**config.mk**
```make
export PLATFORM = sky130hd
export DESIGN_NAME = fdiag_unit
export DESIGN_NICKNAME = d
export VERILOG_FILES = /design/src/rtl/fdiag_pkg.sv /design/src/rtl/fdiag_lane_steer.sv /design/src/rtl/fdiag_ptr_cnt.sv /design/src/rtl/fdiag_fifo.sv /design/src/rtl/fdiag_unit.sv
export SDC_FILE = /design/constraint.sdc
export NUM_CORES = 1
export LEC_CHECK = 0
export BUFFER_PORTS_ARGS = -buffer_cell sky130_fd_sc_hd__buf_2
export CAP_MARGIN = 20
export CORE_UTILIZATION = 41
export CTS_CLUSTER_SIZE = 40
export DETAILED_ROUTE_END_ITERATION = 8
export PLACE_DENSITY = 0.7
export SYNTH_ARGS = -nofsm -noshare
export SYNTH_HDL_FRONTEND = slang
export SYNTH_SLANG_ARGS = --single-unit
```
**constraint.sdc**
```tcl
create_clock -name clk -period 5.8 [get_ports clk]
set_input_delay 0.58 -clock clk [delete_from_list [all_inputs] [get_ports clk]]
set_output_delay 0.58 -clock clk [all_outputs]
set_load 0.01 [all_outputs]
```
**src/rtl/fdiag_pkg.sv**
```systemverilog
// Package: shared register selects, field positions and sizes for the
// DMA FIFO diagnostic access unit. Assumes a 2-bit register address.
package fdiag_pkg;
    typedef enum logic [1:0] {
        SEL_CTRL = 2'd0,
        SEL_CMD  = 2'd1,
        SEL_PTR  = 2'd2,
        SEL_CNT  = 2'd3
    } reg_sel_e;

    localparam int BYTE_W     = 8;
    // control register fields
    localparam int CTRL_FORCE = 2;
    localparam int CTRL_PEN   = 3;
    // command register fields
    localparam int CMD_ASTEP  = 0;
    localparam int CMD_CSTEP  = 1;
    localparam int CMD_MSET   = 2;
    localparam int CMD_DIR    = 3;
    localparam int CMD_DMAWR  = 4;
endpackage

```
**src/rtl/fdiag_lane_steer.sv**
```systemverilog
// Module: fdiag_lane_steer
// Picks the FIFO byte lane used for test access. In forced mode the lane
// comes from the register field; otherwise from the low pointer bits.
// Purely combinational; assumes LANES is a power of two.
module fdiag_lane_steer #(
    parameter int LANES = 4,
    localparam int LW   = $clog2(LANES)
) (
    input  logic             force_en,
    input  logic [LW-1:0]    forced_lane,
    input  logic [LW-1:0]    ptr_low,
    output logic [LW-1:0]    lane_idx,
    output logic [LANES-1:0] lane_oh
);
    // choose the lane source
    always_comb lane_idx = force_en ? forced_lane : ptr_low;

    // expand the index into one enable per lane
    for (genvar g = 0; g < LANES; g++) begin : g_oh
        assign lane_oh[g] = (lane_idx == LW'(g));
    end
endmodule

```
**src/rtl/fdiag_ptr_cnt.sv**
```systemverilog
// Module: fdiag_ptr_cnt
// Holds the DMA address pointer and the byte counter. Loads take priority
// over steps. The pointer wraps on increment; the counter saturates at 0.
// Assumes step requests are single-cycle pulses.
module fdiag_ptr_cnt #(
    parameter int AW = 32,
    parameter int CW = 24
) (
    input  logic          clk,
    input  logic          rst_n,
    input  logic          ptr_ld,
    input  logic          cnt_ld,
    input  logic [AW-1:0] ld_data,
    input  logic          astep,
    input  logic          cstep,
    output logic [AW-1:0] ptr,
    output logic [CW-1:0] cnt
);
    // address pointer: load, else increment on step
    always_ff @(posedge clk) begin
        if (!rst_n)      ptr <= '0;
        else if (ptr_ld) ptr <= ld_data;
        else if (astep)  ptr <= ptr + AW'(1);
    end

    // byte counter: load, else decrement on step without going below zero
    always_ff @(posedge clk) begin
        if (!rst_n)                     cnt <= '0;
        else if (cnt_ld)                cnt <= ld_data[CW-1:0];
        else if (cstep && cnt != '0)    cnt <= cnt - CW'(1);
    end

    // the pointer moves up by exactly one after a step
    assert_ptr_step_R3: assert property (@(posedge clk) disable iff (!rst_n)
        astep && !ptr_ld |=> ptr == $past(ptr) + AW'(1));

    // a nonzero counter moves down by exactly one after a step
    assert_cnt_step_R4: assert property (@(posedge clk) disable iff (!rst_n)
        cstep && !cnt_ld && cnt != '0 |=> cnt == $past(cnt) - CW'(1));

    // the counter stays at zero on a step
    assert_cnt_sat_R5: assert property (@(posedge clk) disable iff (!rst_n)
        cstep && !cnt_ld && cnt == '0 |=> cnt == '0);
endmodule

```
**src/rtl/fdiag_fifo.sv**
```systemverilog
// Module: fdiag_fifo
// Word-wide DMA FIFO with a byte-lane test port acting on the entry at the
// write pointer. A push in the same cycle as a test write wins. Pushes when
// full and pops when empty are dropped. Storage resets to zero.
module fdiag_fifo #(
    parameter int DW    = 32,
    parameter int DEPTH = 8,
    localparam int LANES = DW / 8,
    localparam int PW    = $clog2(DEPTH)
) (
    input  logic             clk,
    input  logic             rst_n,
    input  logic             push,
    input  logic [DW-1:0]    push_data,
    input  logic             pop,
    output logic [DW-1:0]    pop_data,
    output logic             full,
    output logic             empty,
    input  logic             tst_we,
    input  logic [LANES-1:0] lane_oh,
    input  logic [7:0]       tst_wbyte,
    output logic [7:0]       tst_rbyte
);
    logic [DW-1:0] mem [DEPTH];
    logic [PW-1:0] wptr, rptr;
    logic [PW:0]   count;
    logic          do_push, do_pop;
    logic [DW-1:0] slot_word;

    // accepted transfers
    always_comb begin
        do_push = push && !full;
        do_pop  = pop && !empty;
    end

    // occupancy flags
    always_comb begin
        full  = (count == (PW+1)'(DEPTH));
        empty = (count == '0);
    end

    // head word and the entry at the write pointer
    always_comb begin
        pop_data  = mem[rptr];
        slot_word = mem[wptr];
    end

    // select the test byte from the write-pointer entry
    always_comb begin
        tst_rbyte = '0;
        for (int l = 0; l < LANES; l++)
            if (lane_oh[l]) tst_rbyte = slot_word[l*8 +: 8];
    end

    // storage: full-word push, or byte-lane test write
    always_ff @(posedge clk) begin
        if (!rst_n) begin
            for (int i = 0; i < DEPTH; i++) mem[i] <= '0;
        end else if (do_push) begin
            mem[wptr] <= push_data;
        end else if (tst_we) begin
            for (int l = 0; l < LANES; l++)
                if (lane_oh[l]) mem[wptr][l*8 +: 8] <= tst_wbyte;
        end
    end

    // pointer and occupancy tracking
    always_ff @(posedge clk) begin
        if (!rst_n) begin
            wptr  <= '0;
            rptr  <= '0;
            count <= '0;
        end else begin
            if (do_push) wptr <= (wptr == PW'(DEPTH-1)) ? '0 : wptr + PW'(1);
            if (do_pop)  rptr <= (rptr == PW'(DEPTH-1)) ? '0 : rptr + PW'(1);
            count <= count + (PW+1)'(do_push) - (PW+1)'(do_pop);
        end
    end

    // unselected bytes of the entry survive a test write
    for (genvar g = 0; g < LANES; g++) begin : g_keep
        assert_lane_keep_R10: assert property (@(posedge clk) disable iff (!rst_n)
            tst_we && !push && !lane_oh[g] |=> $stable(slot_word[g*8 +: 8]));
    end

    // occupancy never exceeds the depth
    assert_no_overflow_R11: assert property (@(posedge clk) disable iff (!rst_n)
        count <= (PW+1)'(DEPTH));

    // a push while full leaves the occupancy alone
    assert_full_drop_R11: assert property (@(posedge clk) disable iff (!rst_n)
        full && push && !pop |=> full);
endmodule

```
**src/rtl/fdiag_unit.sv**
```systemverilog
// Module: fdiag_unit (top)
// Register port, step command pulses, master set/reset direction control
// and parity interrupt gate around the DMA FIFO, pointer and counter.
// Assumes reg_we is a single-cycle strobe per write and that the bus
// width covers the pointer.
module fdiag_unit
    import fdiag_pkg::*;
#(
    parameter int DW    = 32,
    parameter int AW    = 32,
    parameter int CW    = 24,
    parameter int DEPTH = 8,
    localparam int LANES = DW / 8,
    localparam int LW    = $clog2(LANES)
) (
    input  logic          clk,
    input  logic          rst_n,
    input  logic          reg_we,
    input  logic [1:0]    reg_addr,
    input  logic [31:0]   reg_wdata,
    output logic [31:0]   reg_rdata,
    input  logic          tst_we,
    input  logic [7:0]    tst_wdata,
    output logic [31:0]   tst_rdata,
    input  logic          push,
    input  logic [DW-1:0] push_data,
    input  logic          pop,
    output logic [DW-1:0] pop_data,
    output logic          fifo_full,
    output logic          fifo_empty,
    input  logic          perr_in,
    output logic          dma_wr,
    output logic          perr_irq
);
    logic [LW-1:0]    lane_fld;
    logic             force_en, par_en;
    logic             astep_q, cstep_q, mset_q, dir_q;
    logic             ctrl_wr, cmd_wr, ptr_wr, cnt_wr;
    logic [AW-1:0]    ptr;
    logic [CW-1:0]    cnt;
    logic [LW-1:0]    lane_idx;
    logic [LANES-1:0] lane_oh;
    logic [7:0]       tst_rbyte;

    // decode the register write strobe
    always_comb begin
        ctrl_wr = reg_we && reg_sel_e'(reg_addr) == SEL_CTRL;
        cmd_wr  = reg_we && reg_sel_e'(reg_addr) == SEL_CMD;
        ptr_wr  = reg_we && reg_sel_e'(reg_addr) == SEL_PTR;
        cnt_wr  = reg_we && reg_sel_e'(reg_addr) == SEL_CNT;
    end

    // control register: lane field, force bit, parity enable
    always_ff @(posedge clk) begin
        if (!rst_n) begin
            lane_fld <= '0;
            force_en <= 1'b0;
            par_en   <= 1'b0;
        end else if (ctrl_wr) begin
            lane_fld <= reg_wdata[LW-1:0];
            force_en <= reg_wdata[CTRL_FORCE];
            par_en   <= reg_wdata[CTRL_PEN];
        end
    end

    // step bits: set by a write, cleared once consumed
    always_ff @(posedge clk) begin
        if (!rst_n) begin
            astep_q <= 1'b0;
            cstep_q <= 1'b0;
        end else begin
            astep_q <= cmd_wr && reg_wdata[CMD_ASTEP];
            cstep_q <= cmd_wr && reg_wdata[CMD_CSTEP];
        end
    end

    // master bit first; a direction command acts only when it is unchanged
    always_ff @(posedge clk) begin
        if (!rst_n) begin
            mset_q <= 1'b0;
            dir_q  <= 1'b0;
            dma_wr <= 1'b0;
        end else if (cmd_wr) begin
            dir_q <= reg_wdata[CMD_DIR];
            if (reg_wdata[CMD_MSET] != mset_q)
                mset_q <= reg_wdata[CMD_MSET];
            else if (reg_wdata[CMD_DIR])
                dma_wr <= mset_q;
        end
    end

    // parity interrupt: one-cycle request when enabled
    always_ff @(posedge clk) begin
        if (!rst_n) perr_irq <= 1'b0;
        else        perr_irq <= par_en && perr_in;
    end

    fdiag_ptr_cnt #(.AW(AW), .CW(CW)) u_ptr_cnt (
        .clk     (clk),
        .rst_n   (rst_n),
        .ptr_ld  (ptr_wr),
        .cnt_ld  (cnt_wr),
        .ld_data (reg_wdata[AW-1:0]),
        .astep   (astep_q),
        .cstep   (cstep_q),
        .ptr     (ptr),
        .cnt     (cnt)
    );

    fdiag_lane_steer #(.LANES(LANES)) u_steer (
        .force_en    (force_en),
        .forced_lane (lane_fld),
        .ptr_low     (ptr[LW-1:0]),
        .lane_idx    (lane_idx),
        .lane_oh     (lane_oh)
    );

    fdiag_fifo #(.DW(DW), .DEPTH(DEPTH)) u_fifo (
        .clk       (clk),
        .rst_n     (rst_n),
        .push      (push),
        .push_data (push_data),
        .pop       (pop),
        .pop_data  (pop_data),
        .full      (fifo_full),
        .empty     (fifo_empty),
        .tst_we    (tst_we),
        .lane_oh   (lane_oh),
        .tst_wbyte (tst_wdata),
        .tst_rbyte (tst_rbyte)
    );

    // zero-extend the test byte
    always_comb tst_rdata = {24'd0, tst_rbyte};

    // register readback mux
    always_comb begin
        reg_rdata = '0;
        unique case (reg_sel_e'(reg_addr))
            SEL_CTRL: begin
                reg_rdata[LW-1:0]       = lane_fld;
                reg_rdata[CTRL_FORCE]   = force_en;
                reg_rdata[CTRL_PEN]     = par_en;
            end
            SEL_CMD: begin
                reg_rdata[CMD_ASTEP]    = astep_q;
                reg_rdata[CMD_CSTEP]    = cstep_q;
                reg_rdata[CMD_MSET]     = mset_q;
                reg_rdata[CMD_DIR]      = dir_q;
                reg_rdata[CMD_DMAWR]    = dma_wr;
            end
            SEL_PTR:  reg_rdata[AW-1:0] = ptr;
            SEL_CNT:  reg_rdata[CW-1:0] = cnt;
        endcase
    end

    // the lane follows the pointer when not forced
    assert_lane_follow_R2: assert property (@(posedge clk) disable iff (!rst_n)
        !force_en |-> lane_oh[ptr[LW-1:0]]);

    // a step bit is gone one cycle after it acted, unless rewritten
    assert_step_clear_R3: assert property (@(posedge clk) disable iff (!rst_n)
        astep_q && !cmd_wr |=> !astep_q);

    // a direction command copies the held master bit
    assert_dir_cmd_R6: assert property (@(posedge clk) disable iff (!rst_n)
        cmd_wr && reg_wdata[CMD_DIR] && reg_wdata[CMD_MSET] == mset_q
        |=> dma_wr == $past(mset_q));

    // a master-bit change freezes the direction flag
    assert_mset_first_R7: assert property (@(posedge clk) disable iff (!rst_n)
        cmd_wr && reg_wdata[CMD_MSET] != mset_q |=> $stable(dma_wr));

    // no interrupt while parity checking is off
    assert_irq_gate_R8: assert property (@(posedge clk) disable iff (!rst_n)
        !par_en |=> !perr_irq);
endmodule

```
* Yosys cells after proc, flatten, opt, wreduce, memory -nomap -nowiden
Memories as Yosys holds them, arrays and structs flattened. A register that Yosys moved wholly into a read port is not among the register bits.
Cells that the tools add are included.
** Word-level totals
- Bits in writable memories :: 256
- Memories :: 1
- Output and inout port bits :: 100
- Input port bits :: 81
- Logic and storage cells :: 107
- Flip-flop bits (word level) :: 76
** Cells by class
- Bitwise logic cells :: 5
- Muxes and demuxes :: 50
- Reduce and logical (&&, ||, !) cells :: 21
- Add/subtract/negate cells :: 6
- Eq/ne operators :: 10
** Memories
- u_fifo.mem :: depth 8, width 32, rd ports 2, clocked after Yosys merged registers in 2, write ports 8, line fdiag_fifo.sv:24 : logic [DW-1:0] mem [DEPTH];
** Operator list (number)
- 32-bit 2-to-1 mux :: 3
- 8-bit 2-to-1 mux :: 9
- 24-bit 2-to-1 mux :: 2
- 19-bit case mux with 2 select lines :: 1
- 32-bit by 1-bit adder with 32-bit output, second input constant :: 1
- 32-bit OR reduction :: 1
- 1-bit 2-to-1 mux :: 24
- 24-bit nonzero test :: 1
- 24-bit by 1-bit subtractor with 24-bit output, second input constant :: 1
- 3-bit 2-to-1 mux :: 7
- 4-bit case mux with 4 select lines :: 1
- 1-bit logical AND :: 10
- 2-bit equality test, second input constant :: 4
- 3-bit by 1-bit adder with 3-bit output, second input constant :: 2
- 3-bit equality test, second input constant :: 2
- 4-bit by 1-bit adder with 4-bit output :: 1
- 2-bit by 1-bit equality test with 1-bit output, second input constant :: 2
- 4-bit equality test, second input constant :: 1
- 2-bit zero test :: 2
- 4-bit zero test :: 1
- 4-bit 2-to-1 mux :: 1
- 1-bit bitwise OR :: 4
- 2-bit nonzero test :: 2
- 4-bit by 1-bit subtractor with 4-bit output :: 1
- other kinds (7) :: 8

* Longest topological paths before layout
Gate-level depths: netlist of the first run.
- Depth after elaboration :: 10
- Mapped depth :: 12

* Hierarchy
From an unflattened synthesis of the first run, not the netlist that was laid out.
** Unflattened totals
- Cells, all modules :: 1565
- Area, all modules :: 18654.1 um^2
** Modules (own cells, without submodules)
- fdiag_fifo :: cells an instance 1044, times used 1, area each 14293.7 um^2
- fdiag_ptr_cnt :: cells an instance 388, times used 1, area each 3188.1 um^2
- fdiag_unit :: cells an instance 121, times used 1, area each 1103.6 um^2
- fdiag_lane_steer :: cells an instance 12, times used 1, area each 68.8 um^2

* Worst setup path after synthesis of the first run
Ideal clock, no wire load.
- Path kind :: reg-to-output
- Start point :: reg (tool-made name)
- End point :: out tst_rdata[5]
- Path slack :: 3292 ps
- Cell stages (with the launch flop) :: 7
- Data arrival time :: 1928 ps
- Data required time :: 5220 ps
- Cell sequence :: dfxtp_1 > buf_2 > buf_2 > buf_2 > mux4_2 > mux2i_1 > o211ai_1
** RTL lines
- end, declared :: line fdiag_unit.sv:24 : output logic [31:0] tst_rdata,

==> results of run 1 <==
## routing by layer
layer / wire, µm / part of all wire, % / track usage, % / vias to the layer above
li1: - / - / - / 5770
met5: 0 / 0 / 0 / -
met4: 1910 / 3.6 / 8.56 / 0
met3: 5840 / 11 / 4.40 / 122
met2: 25000 / 47 / 36.7 / 780
met1: 20300 / 38 / 32.3 / 6580
## cell type report
cell class	count	area, µm²
diodes	2	5.00
clock buffers	42	980
clock inverters	24	373
fillers	3794	22700
inverters	17	63.8
multi-input cells	1033	8340
flip-flops and latches	338	9340
well taps	585	732
repair buffers	170	898
## metrics by stage
stage	cells	total power, W	util [%]	area [µm²]
4_1_cts	2208	0.00718	47.7	20700
3_3_place_gp	2141	0.00453	44.5	19300
6_report	2211	0.00719	47.7	20700
2_1_floorplan	1500	0.00404	-	18300
3_5_place_dp	2142	0.00458	44.5	19400
5_1_grt	2210	0.00741	47.7	20700
## how the worst max path moves through the flow
stage          slack (ps)  cells past startpoint      endpoint
2_1_floorplan        3290                      6  tst_rdata[5]
3_5_place_dp         2220                      7  tst_rdata[3]
6_report             1700                      7  tst_rdata[3]
3_3_place_gp         2290                      5  tst_rdata[0]
4_1_cts              1670                      7  tst_rdata[3]
5_1_grt              1500                      7  tst_rdata[3]
## sequential cells by signal (all words and copies together) (netlist names), named ones only
signal and count:
u_ptr_cnt.ptr 32, u_fifo.mem 256, u_ptr_cnt.cnt 24, mset_q 1, u_fifo.count 4, cstep_q 1
u_fifo.wptr 3, astep_q 1, dir_q 1, perr_irq 1, dma_wr 1, lane_fld 2
par_en 1, u_fifo.rptr 3, force_en 1
## where the power goes
part,total (W),internal (W),switching (W),leakage (nW)
registers,0.00297,0.00277,0.000201,3.33
clock network,0.00264,0.00162,0.00102,0.658
logic,0.00157,0.000742,0.000827,3.49
## synthesized netlist by cell type (11+ instances only)
cell type / n
sky130_fd_sc_hd__clkbuf_1: 59
sky130_fd_sc_hd__nor2b_1: 21
sky130_fd_sc_hd__nor3_1: 12
sky130_fd_sc_hd__o21ai_0: 50
sky130_fd_sc_hd__buf_2: 22
sky130_fd_sc_hd__ha_1: 13
sky130_fd_sc_hd__and3_1: 11
sky130_fd_sc_hd__nand3_1: 18
sky130_fd_sc_hd__mux2i_1: 67
sky130_fd_sc_hd__inv_1: 16
sky130_fd_sc_hd__nand4_1: 18
sky130_fd_sc_hd__mux4_2: 132
sky130_fd_sc_hd__edfxtp_1: 256
sky130_fd_sc_hd__nand2_1: 94
sky130_fd_sc_hd__nor2_1: 290
sky130_fd_sc_hd__a21oi_1: 48
sky130_fd_sc_hd__mux2_2: 36
sky130_fd_sc_hd__and2_1: 11
sky130_fd_sc_hd__xor2_1: 27
sky130_fd_sc_hd__a31oi_1: 14
sky130_fd_sc_hd__or3_1: 11
sky130_fd_sc_hd__xnor2_1: 15
sky130_fd_sc_hd__dfxtp_1: 82
sky130_fd_sc_hd__a211oi_1: 11
sky130_fd_sc_hd__buf_4: 24
## worst reg2reg max path, delay by kind of cell, from the launching register on
family | cells | cell delay [ps]
adders and majority gates | 1 | 210
DFF | 1 | 300
buffers and inverters | 2 | 220
and+or+nand+nor | 4 | 1500
AOI/OAI and AO/OA | 1 | 650
## cell families after synthesis
| family | after synthesis | synth area share [%] |
|---|---|---|
| buffers and inverters | 129 | 3.40 |
| AOI/OAI and AO/OA | 171 | 5.98 |
| xor gates and xnor gates | 42 | 2.02 |
| DFF | 338 | 51.3 |
| and+or+nand+nor | 539 | 13.5 |
| adders and majority gates | 14 | 1.00 |
| muxes | 243 | 22.9 |
| other | 1 | 0.0206 |
==> metrics.yaml, run 1 <==
worst_hold_path:
  holdCritPathClass: "in2reg"
  cell_depth_of_the_worst_hold_path: 2
  worstHoldStart: "perr_in"
  worst_hold_path.endpoint: "perr_irq"
logic_synthesis:
  synth_seq_area_share_pct: 51.3
  ys_top_cells_by_area: "sky130_fd_sc_hd__edfxtp_1 (42%), sky130_fd_sc_hd__mux4_2 (16%), sky130_fd_sc_hd__dfxtp_1 (9.0%), sky130_fd_sc_hd__nor2_1 (6.0%), sky130_fd_sc_hd__mux2i_1 (3.7%)"
  ys_ff_latch: 338
  post-synth-top-area-fraction_pct: 42.3
  yosys_warnings: 0
  ys_async_sr_fraction_pct: 0
  synthDominantAreaCellType: "sky130_fd_sc_hd__edfxtp_1"
  synth_edf_count: 256
  postSynth.topFlopCell: "sky130_fd_sc_hd__edfxtp_1"
  ys_types: 69
  synthCells: 1477
  synthesis.area_mm2: 0.0182
  synthesis.area_per_instance_um2: 12.3
global_route:
  total_congestion_overflow_after_global_routing: 0
  grt_start_max_net_pins: 65
  antenna_found_initial: 1
  first_global_vias: 12593
  grt.total_usage_pct: 23.4
  grt_first_pass_wirelength_mm: 78.0
critical_path:
  worst_ep_arrival_time_ps: 3520
  critPathKind: "reg2out"
  cpMaxStageDelayCell: "sky130_fd_sc_hd__dfxtp_4"
  worst-r2r-setup-slack_ps: 2580
  crit_chain: "buf_4, mux4_2, mux2i_1, o22ai_1, a21oi_1, a21oi_1, buf_2"
  critical_path.reg2reg.endpoint: "u_fifo.mem[2][1]"
  crit_family: "flip-flops"
  crit_path_max_incr_delay_ps: 980
  critical_path.n_buffers_inverters: 2
  path_max_fanout: 46
  crit_path_required_time_ps: 5220
  critical_path.startpoint_type: "flip-flop"
  r2r.worst_path.cells: 8
  critical_path.most_common_cell: "sky130_fd_sc_hd__a21oi_1"
  r2r-start: "u_fifo.count[2]"
  worst_setup_path_end_kind: "primary output"
clocking:
  max-clock-path-buffers: 3
  cts_inserted_buffers: 36
  clkSinkCount: 338
  clock-root-buffer: "sky130_fd_sc_hd__clkbuf_16"
  cts-hold-fix-buffers: 0
  cts.clk_slew.worst_paths_ps: 60
  cts_tree: "built"
  cts_h_tree_depth: 2
  post_cts_resize_count: 0
  post-cts-setup-buffer-count: 0
  clk-insertion-delay-late_ps: 550
place:
  place_worst_setup_slack_ps: 2220
  post_dp_hpwl_mm: 36.3
  gp_routability_congestion: 1.00
  port-buffer-count: 156
layout:
  layout.nets: 1691
  layout_common_cells: "sky130_fd_sc_hd__nor2_1 (290), sky130_fd_sc_hd__edfxtp_1 (256), sky130_fd_sc_hd__buf_2 (156), sky130_fd_sc_hd__mux4_2 (132), sky130_fd_sc_hd__nand2_1 (93)"
  most_common_library_cell_in_the_layout_ignoring_fill_and_taps: "sky130_fd_sc_hd__nor2_1"
  area_growth_syn_to_layout_pct: 14.0
  final_layout_size_suffix_gt1_share_pct: 27.1
sta:
  tightestPinTransition_ps: 1160
  hold_viol_final: 0
  final_cycle_share_pct: 70.6
  fin_hold_ws_ps: 310
  worst_slew_margin_rel_pct: 22.4
  worst_slack_ps: 1700
  setup_total_negative_slack_ps: 0
  final.setup_skew_ps: 45.5
  rsz0062_at_grt: "no"
  timing.final.max_slew_violations: 0
  final.min_clock_period_ps: 4100
  setup_viol_count_final: 0
  fmax_mhz: 244
route:
  drt_iter0_drc: 1456
  final_wl_mm: 53.0
  vias_per_cell: 5.99
  firstDrtPassIters: 5
  drt.antenna.violating_nets: 0
  num_vias: 13252
  drt_drc_violations_left: 0
  post_detailed_route_wirelength_per_cell_um: 24.0
power_and_ir_drop:
  reported_leakage_power_nw: 7.48
  power_density_mw_per_mm2: 347
  irDropWorstVdd_uv: 172
die:
  dieHeight_um: 213
  floorplan.io_pins: 181
  die_x_um: 213
  num_rows: 76
  design.core.area_mm2: 0.0435
  initial_core_util_pct: 41.9
  die_area_mm2: 0.0452
run:
  drv_cap: 0
status:
  status: "complete, no violations"
No activity file was read; power rests on OpenSTA's default activity.
==> inputs of run 2 (changes only) <==
Clock period 5.8 ns to 4.1 ns, I/O delays scaled along.
==> run 2 against run 1 <==
Net effect:
- clock power increased by 24%
- first-iteration DRC count increased by 1.2%
- sequential share of layout area increased by 0.26 points
- total power increased by 35%
- count of clock-buffer cells in the layout increased by 2
- non-clock buffer count increased by 3
- largest cell class unchanged
==> metrics.yaml, run 2 (same netlist as run 1, synthesis figures left out) <==
status:
  status: "complete, no violations"
layout:
  layout.nets: 1695  # +0.24%
  reg.largest.list: "u_fifo.mem: 256 flops, u_ptr_cnt.ptr: 32 flops, u_ptr_cnt.cnt: 24 flops"
  most_common_library_cell_in_the_layout_ignoring_fill_and_taps: "sky130_fd_sc_hd__nor2_1"
  final_layout_size_suffix_gt1_share_pct: 26.5  # -0.55 points
  fillCellCount: 3880  # +2.3%
  area_growth_syn_to_layout_pct: 13.3
  layout_common_cells: "sky130_fd_sc_hd__nor2_1 (290), sky130_fd_sc_hd__edfxtp_1 (256), sky130_fd_sc_hd__buf_2 (156), sky130_fd_sc_hd__mux4_2 (132), sky130_fd_sc_hd__nand2_1 (93)"
  largest_register_ff_count: 256  # unchanged
  regArea_mm2: 0.00934  # unchanged
  largest_register: "u_fifo.mem"
  multi_input_area_mm2: 0.00834  # unchanged
power_and_ir_drop:
  irDropWorstVdd_uv: 243  # +41%
  finalPower_w: 0.00972  # +35%
  power_density_mw_per_mm2: 471  # +36%
  reported_leakage_power_nw: 7.42  # -0.76%
sta:
  rsz0062_at_grt: "no"
  fin_hold_ws_ps: 119  # -191 ps
  timing.final.max_slew_violations: 0  # unchanged
  worst_slew_margin_rel_pct: 23.3  # +0.92 points
  final.min_clock_period_ps: 3550
  final.setup_skew_ps: 34.3  # -11.2 ps
  setup_viol_count_final: 0  # unchanged
  fmax_mhz: 281
  worst_slack_ps: 546  # -1160 ps
  tightestPinTransition_ps: 1150  # -11.3 ps
  setup_total_negative_slack_ps: 0  # unchanged
  final_cycle_share_pct: 86.7
  hold_viol_final: 0  # unchanged
critical_path:
  r2r-start: "u_ptr_cnt.ptr[0]"
  critical_path.n_buffers_inverters: 2  # unchanged
  r2r.worst_path.cells: 5  # -3
  worst-r2r-setup-slack_ps: 1070  # -1510 ps
  path_max_fanout: 31  # -33%
  critical_path.startpoint_type: "flip-flop"
  crit_family: "multiplexers"
  crit_chain: "buf_4, mux4_2, mux2i_1, nor2_1, a21oi_1, o211ai_1, buf_2"
  critPathKind: "reg2out"
  worst_ep_arrival_time_ps: 3140  # -380 ps
  cpMaxStageDelayCell: "sky130_fd_sc_hd__dfxtp_4"
  critical_path.reg2reg.endpoint: "u_fifo.mem[1][8]"
  crit_path_max_incr_delay_ps: 800  # -180 ps
  crit_path_required_time_ps: 3690  # -1530 ps
  worst_setup_path_end_kind: "primary output"
clocking:
  max-clock-path-buffers: 3  # unchanged
  clkSinkCount: 338  # unchanged
  cts_inserted_buffers: 37  # +2.8%
  clock-root-buffer: "sky130_fd_sc_hd__clkbuf_16"
  cts_tree: "built"
  post-cts-setup-buffer-count: 0  # unchanged
  cts.clk_slew.worst_paths_ps: 60  # about the same
  clk-insertion-delay-late_ps: 550  # about the same
  post_cts_resize_count: 0  # unchanged
  cts-hold-fix-buffers: 0  # unchanged
  cts_h_tree_depth: 2  # unchanged
global_route:
  grt.total_usage_pct: 23.0  # -0.38 points
  first_global_vias: 12811  # +1.7%
  antenna_found_initial: 2  # +1
  total_congestion_overflow_after_global_routing: 0  # unchanged
  grt_first_pass_wirelength_mm: 77.5  # -0.70%
  grt_start_max_net_pins: 65  # unchanged
die:
  die_x_um: 213  # unchanged
  design.core.area_mm2: 0.0435  # unchanged
  dieHeight_um: 213  # unchanged
  initial_core_util_pct: 41.9  # unchanged
  floorplan.io_pins: 181  # unchanged
  die_area_mm2: 0.0452  # unchanged
  num_rows: 76  # unchanged
worst_hold_path:
  worst_hold_path.endpoint: "perr_irq"
  cell_depth_of_the_worst_hold_path: 2  # unchanged
  holdCritPathClass: "in2reg"
  worstHoldStart: "perr_in"
route:
  met3WireLength_mm: 4.69  # -20%
  post_detailed_route_wirelength_per_cell_um: 23.6  # -1.7%
  drt.antenna.violating_nets: 0  # unchanged
  m1WireLength_mm: 20.3  # about the same
  final_wl_mm: 52.1  # -1.7%
  vias_per_cell: 5.98  # -0.19%
  dr.max_layer_used: "met5"
  wl_met2_mm: 24.9  # -0.25%
  drt_drc_violations_left: 0  # unchanged
  firstDrtPassIters: 5  # unchanged
  drt_iter0_drc: 1473  # +1.2%
  num_vias: 13221  # -0.23%
run:
  drv_cap: 0  # unchanged
place:
  port-buffer-count: 156  # unchanged
  gp_routability_congestion: 0.879  # -12%
  place_worst_setup_slack_ps: 1060  # -1160 ps
  post_dp_hpwl_mm: 35.8  # -1.2%
run 2: cell types whose count changed in the layout (fill, tap and decap cells not counted), sizes merged:
cell,before,now
clkbuf,42,44
clkinv,10,14
buf,170,173
bufinv,9,3
clkinvlp,3,0
diode,2,1
run 2: worst reg2reg max path, cell delays in order, from the launching register on:
cell                      delay, ps
sky130_fd_sc_hd__dfxtp_1        530
sky130_fd_sc_hd__nor3b_1        450
sky130_fd_sc_hd__o21ai_0        160
sky130_fd_sc_hd__a21oi_1        580
sky130_fd_sc_hd__nand2_1        450
sky130_fd_sc_hd__nand2_1        520
run 2: power breakdown:
group	switching, W	leakage, nW	internal [W]
Combinational	0.00122	3.52	0.00106
Clock	0.00138	0.573	0.00189
Sequential	0.000233	3.33	0.00393
run 2: worst max-delay path by stage:
| stage | startpoint | endpoint | slack, ps | cells past startpoint |
|---|---|---|---|---|
| 2_1_floorplan | u_fifo.count[2] | u_fifo.mem[0][24] | 1720 | 7 |
| 3_3_place_gp | flip-flop | tst_rdata[5] | 1140 | 7 |
| 3_5_place_dp | u_ptr_cnt.ptr[0] | u_fifo.mem[1][15] | 1060 | 5 |
| 4_1_cts | flip-flop | tst_rdata[5] | 540 | 7 |
| 5_1_grt | flip-flop | tst_rdata[3] | 370 | 7 |
| 6_report | flip-flop | tst_rdata[5] | 550 | 7 |
run 2: cell type report:
class                      count  share of cell area [%]
tap                          585                    3.55
multi-input combinational   1033                    40.5
timing repair buffer         173                    4.71
clock buffer                  44                    4.72
inverter                      17                   0.310
clock inverter                19                   0.929
antenna                        1                  0.0121
sequential                   338                    45.3
run 2: per-layer routing:
metal	global-route usage [%]	vias to the layer above
li1	-	5791
met4	9.68	2
met5	0	-
met2	36.9	685
met3	4.35	126
met1	30.6	6617
run 2: stage by stage:
stage,cell area (µm²),std cells,utilization [%]
2_1_floorplan,18300,1500,-
3_3_place_gp,19400,2145,44.7
3_5_place_dp,19400,2145,44.7
4_1_cts,20600,2208,47.4
5_1_grt,20600,2210,47.4
6_report,20600,2210,47.4
==> inputs of run 3 (changes only) <==
Settings changed: CORE_MARGIN from default to 4, CTS_BUF_LIST from default to sky130_fd_sc_hd__clkbuf_8 sky130_fd_sc_hd__clkbuf_16.
==> run 3 against run 2 <==
Net effect:
- worst setup slack worse by 54 ps
- register-to-register slack worse by 140 ps
- sequential cell count unchanged
- critical endpoint is now tst_rdata[3]
- final cell count up 0.41%
- utilization up 0.20 points
- total power up 1.8%
- worst hold slack better by 16 ps
- clock skew down 9.0 ps
- cell area up 0.42%
==> metrics.yaml, run 3 (same netlist as run 1, synthesis figures left out) <==
place:
  post_dp_hpwl_mm: 37.6  # +5.0%
  place_worst_setup_slack_ps: 970  # -90.8 ps
  postPlaceCellArea_mm2: 0.0194  # about the same
  port-buffer-count: 156  # unchanged
  gp_routability_congestion: 0.887  # +0.93%
sta:
  fmax_mhz: 277  # -1.5%
  tightestPinTransition_ps: 1160  # +5.34 ps
  setup_total_negative_slack_ps: 0  # unchanged
  final.setup_skew_ps: 25.3  # -9.03 ps
  hold_viol_final: 0  # unchanged
  final_cycle_share_pct: 88.0  # +1.3 points
  worst_slack_ps: 492  # -54.0 ps
  setup_viol_count_final: 0  # unchanged
  final.min_clock_period_ps: 3610  # +54.0 ps
  timing.final.max_slew_violations: 0  # unchanged
  worst_slew_margin_rel_pct: 22.4  # -0.95 points
  rsz0062_at_grt: "no"
critical_path:
  crit_path_required_time_ps: 3690  # about the same
  worst_ep_arrival_time_ps: 3200  # +60 ps
  crit_chain: "buf_12, mux4_2, mux2i_1, o22ai_1, a21oi_1, a21oi_1, buf_2"
  critical_path.n_buffers_inverters: 2  # unchanged
  critPathKind: "reg2out"
  crit_family: "multiplexers"
  crit_path_max_incr_delay_ps: 850  # +50 ps
  cpMaxStageDelayCell: "sky130_fd_sc_hd__dfxtp_4"
  path_max_fanout: 34  # +9.7%
  critical_path.startpoint_type: "flip-flop"
  critical_path.most_common_cell: "sky130_fd_sc_hd__a21oi_1"
  worst_setup_path_end_kind: "primary output"
layout:
  most_common_library_cell_in_the_layout_ignoring_fill_and_taps: "sky130_fd_sc_hd__nor2_1"
  reg.largest.list: "u_fifo.mem: 256 flops, u_ptr_cnt.ptr: 32 flops, u_ptr_cnt.cnt: 24 flops"
  finish.instance_area_mm2: 0.0207  # +0.42%
  fillCellCount: 3819  # -1.6%
  final_layout_size_suffix_gt1_share_pct: 27.0  # +0.44 points
  layout_common_cells: "sky130_fd_sc_hd__nor2_1 (290), sky130_fd_sc_hd__edfxtp_1 (256), sky130_fd_sc_hd__buf_2 (157), sky130_fd_sc_hd__mux4_2 (132), sky130_fd_sc_hd__nand2_1 (93)"
  largest_register_ff_count: 256  # unchanged
  area_growth_syn_to_layout_pct: 13.8
  multi_input_area_mm2: 0.00834  # unchanged
  layout.nets: 1697  # +0.12%
  largest_register: "u_fifo.mem"
  postLayoutCoreUtil_pct: 47.6  # +0.20 points
  regArea_mm2: 0.00934  # unchanged
route:
  post_detailed_route_wirelength_per_cell_um: 24.0  # +1.6%
  num_vias: 13286  # +0.49%
  drt.antenna.violating_nets: 0  # unchanged
  drt_iter0_drc: 1673  # +14%
  final_wl_mm: 53.2  # +2.0%
  vias_per_cell: 5.99  # about the same
  firstDrtPassIters: 5  # unchanged
  drt_drc_violations_left: 0  # unchanged
die:
  design.core.area_mm2: 0.0435  # unchanged
  die_area_mm2: 0.0478  # +5.7%
  dieHeight_um: 219  # +2.8%
  floorplan.io_pins: 181  # unchanged
  num_rows: 76  # unchanged
  initial_core_util_pct: 41.9  # unchanged
  die_x_um: 219  # +2.8%
clocking:
  cts_tree: "built"
  cts_inserted_buffers: 36  # -2.7%
  clk-insertion-delay-late_ps: 540  # about the same
  cts.clk_slew.worst_paths_ps: 60  # about the same
  clock-root-buffer: "sky130_fd_sc_hd__clkbuf_16"
  post-cts-setup-buffer-count: 0  # unchanged
  post_cts_resize_count: 0  # unchanged
  max-clock-path-buffers: 3  # unchanged
  cts-hold-fix-buffers: 0  # unchanged
  cts_h_tree_depth: 2  # unchanged
  clkSinkCount: 338  # unchanged
global_route:
  antenna_found_initial: 8  # +6
  grt.total_usage_pct: 21.9  # -1.1 points
  first_global_vias: 12989  # +1.4%
  total_congestion_overflow_after_global_routing: 0  # unchanged
  grt_first_pass_wirelength_mm: 79.4  # +2.5%
  grt_start_max_net_pins: 65  # unchanged
power_and_ir_drop:
  power_density_mw_per_mm2: 478  # +1.4%
  irDropWorstVdd_uv: 294  # +21%
  reported_leakage_power_nw: 7.47  # +0.71%
worst_hold_path:
  holdCritPathClass: "in2reg"
status:
  status: "complete, no violations"
run:
  drv_cap: 0  # unchanged
[run 3: per-layer routing]
metal | track usage [%] | vias up | routed length [µm]
met1 | 28.9 | 6621 | 20300
met4 | 9.29 | 4 | 2350
li1 | - | 5791 | -
met5 | 0 | - | 33
met3 | 4.45 | 121 | 5090
met2 | 35.3 | 749 | 25400
[run 3: worst reg2reg max path: cells and delay by family, from the launching register on]
family	cells	cell delay (ps)
buffers and inverters	1	100
and+or+nand+nor	3	1170
muxes	1	840
DFF	1	300
AOI/OAI and AO/OA	1	320
adders and majority gates	1	160
[run 3: layout make-up]
| class | instances | share of cell area, % |
|---|---|---|
| flip-flops and latches | 338 | 45.1 |
| multi-input cells | 1033 | 40.3 |
| repair buffers | 176 | 4.67 |
| clock buffers | 38 | 4.48 |
| well taps | 585 | 3.54 |
| clock inverters | 25 | 1.52 |
| inverters | 17 | 0.308 |
| diodes | 7 | 0.0846 |
[run 3: final timing paths]
check	endpoint	start	slack [ps]	depth (start not counted)
worst min-delay path	perr_irq	perr_in	130	2
worst max register to register	u_fifo.mem[4][12]	u_fifo.count[2]	930	7
worst max-delay path	tst_rdata[3]	flip-flop	490	7
worst min register to register	dir_q	dir_q	480	2
[run 3: metrics by stage]
stage,total power [W],instances,hold slack [ps]
3_3_place_gp,0.00646,2147,454
3_5_place_dp,0.00650,2148,457
5_1_grt,0.0103,2218,121
2_1_floorplan,0.00572,1500,447
4_1_cts,0.00992,2211,117
6_report,0.00989,2219,135
[run 3: report_power, final]
part | internal [W] | switching [W] | leakage [nW]
clock network | 0.00209 | 0.00136 | 0.616
logic | 0.00106 | 0.00120 | 3.53
registers | 0.00393 | 0.000265 | 3.33
total | 0.00707 | 0.00282 | 7.47
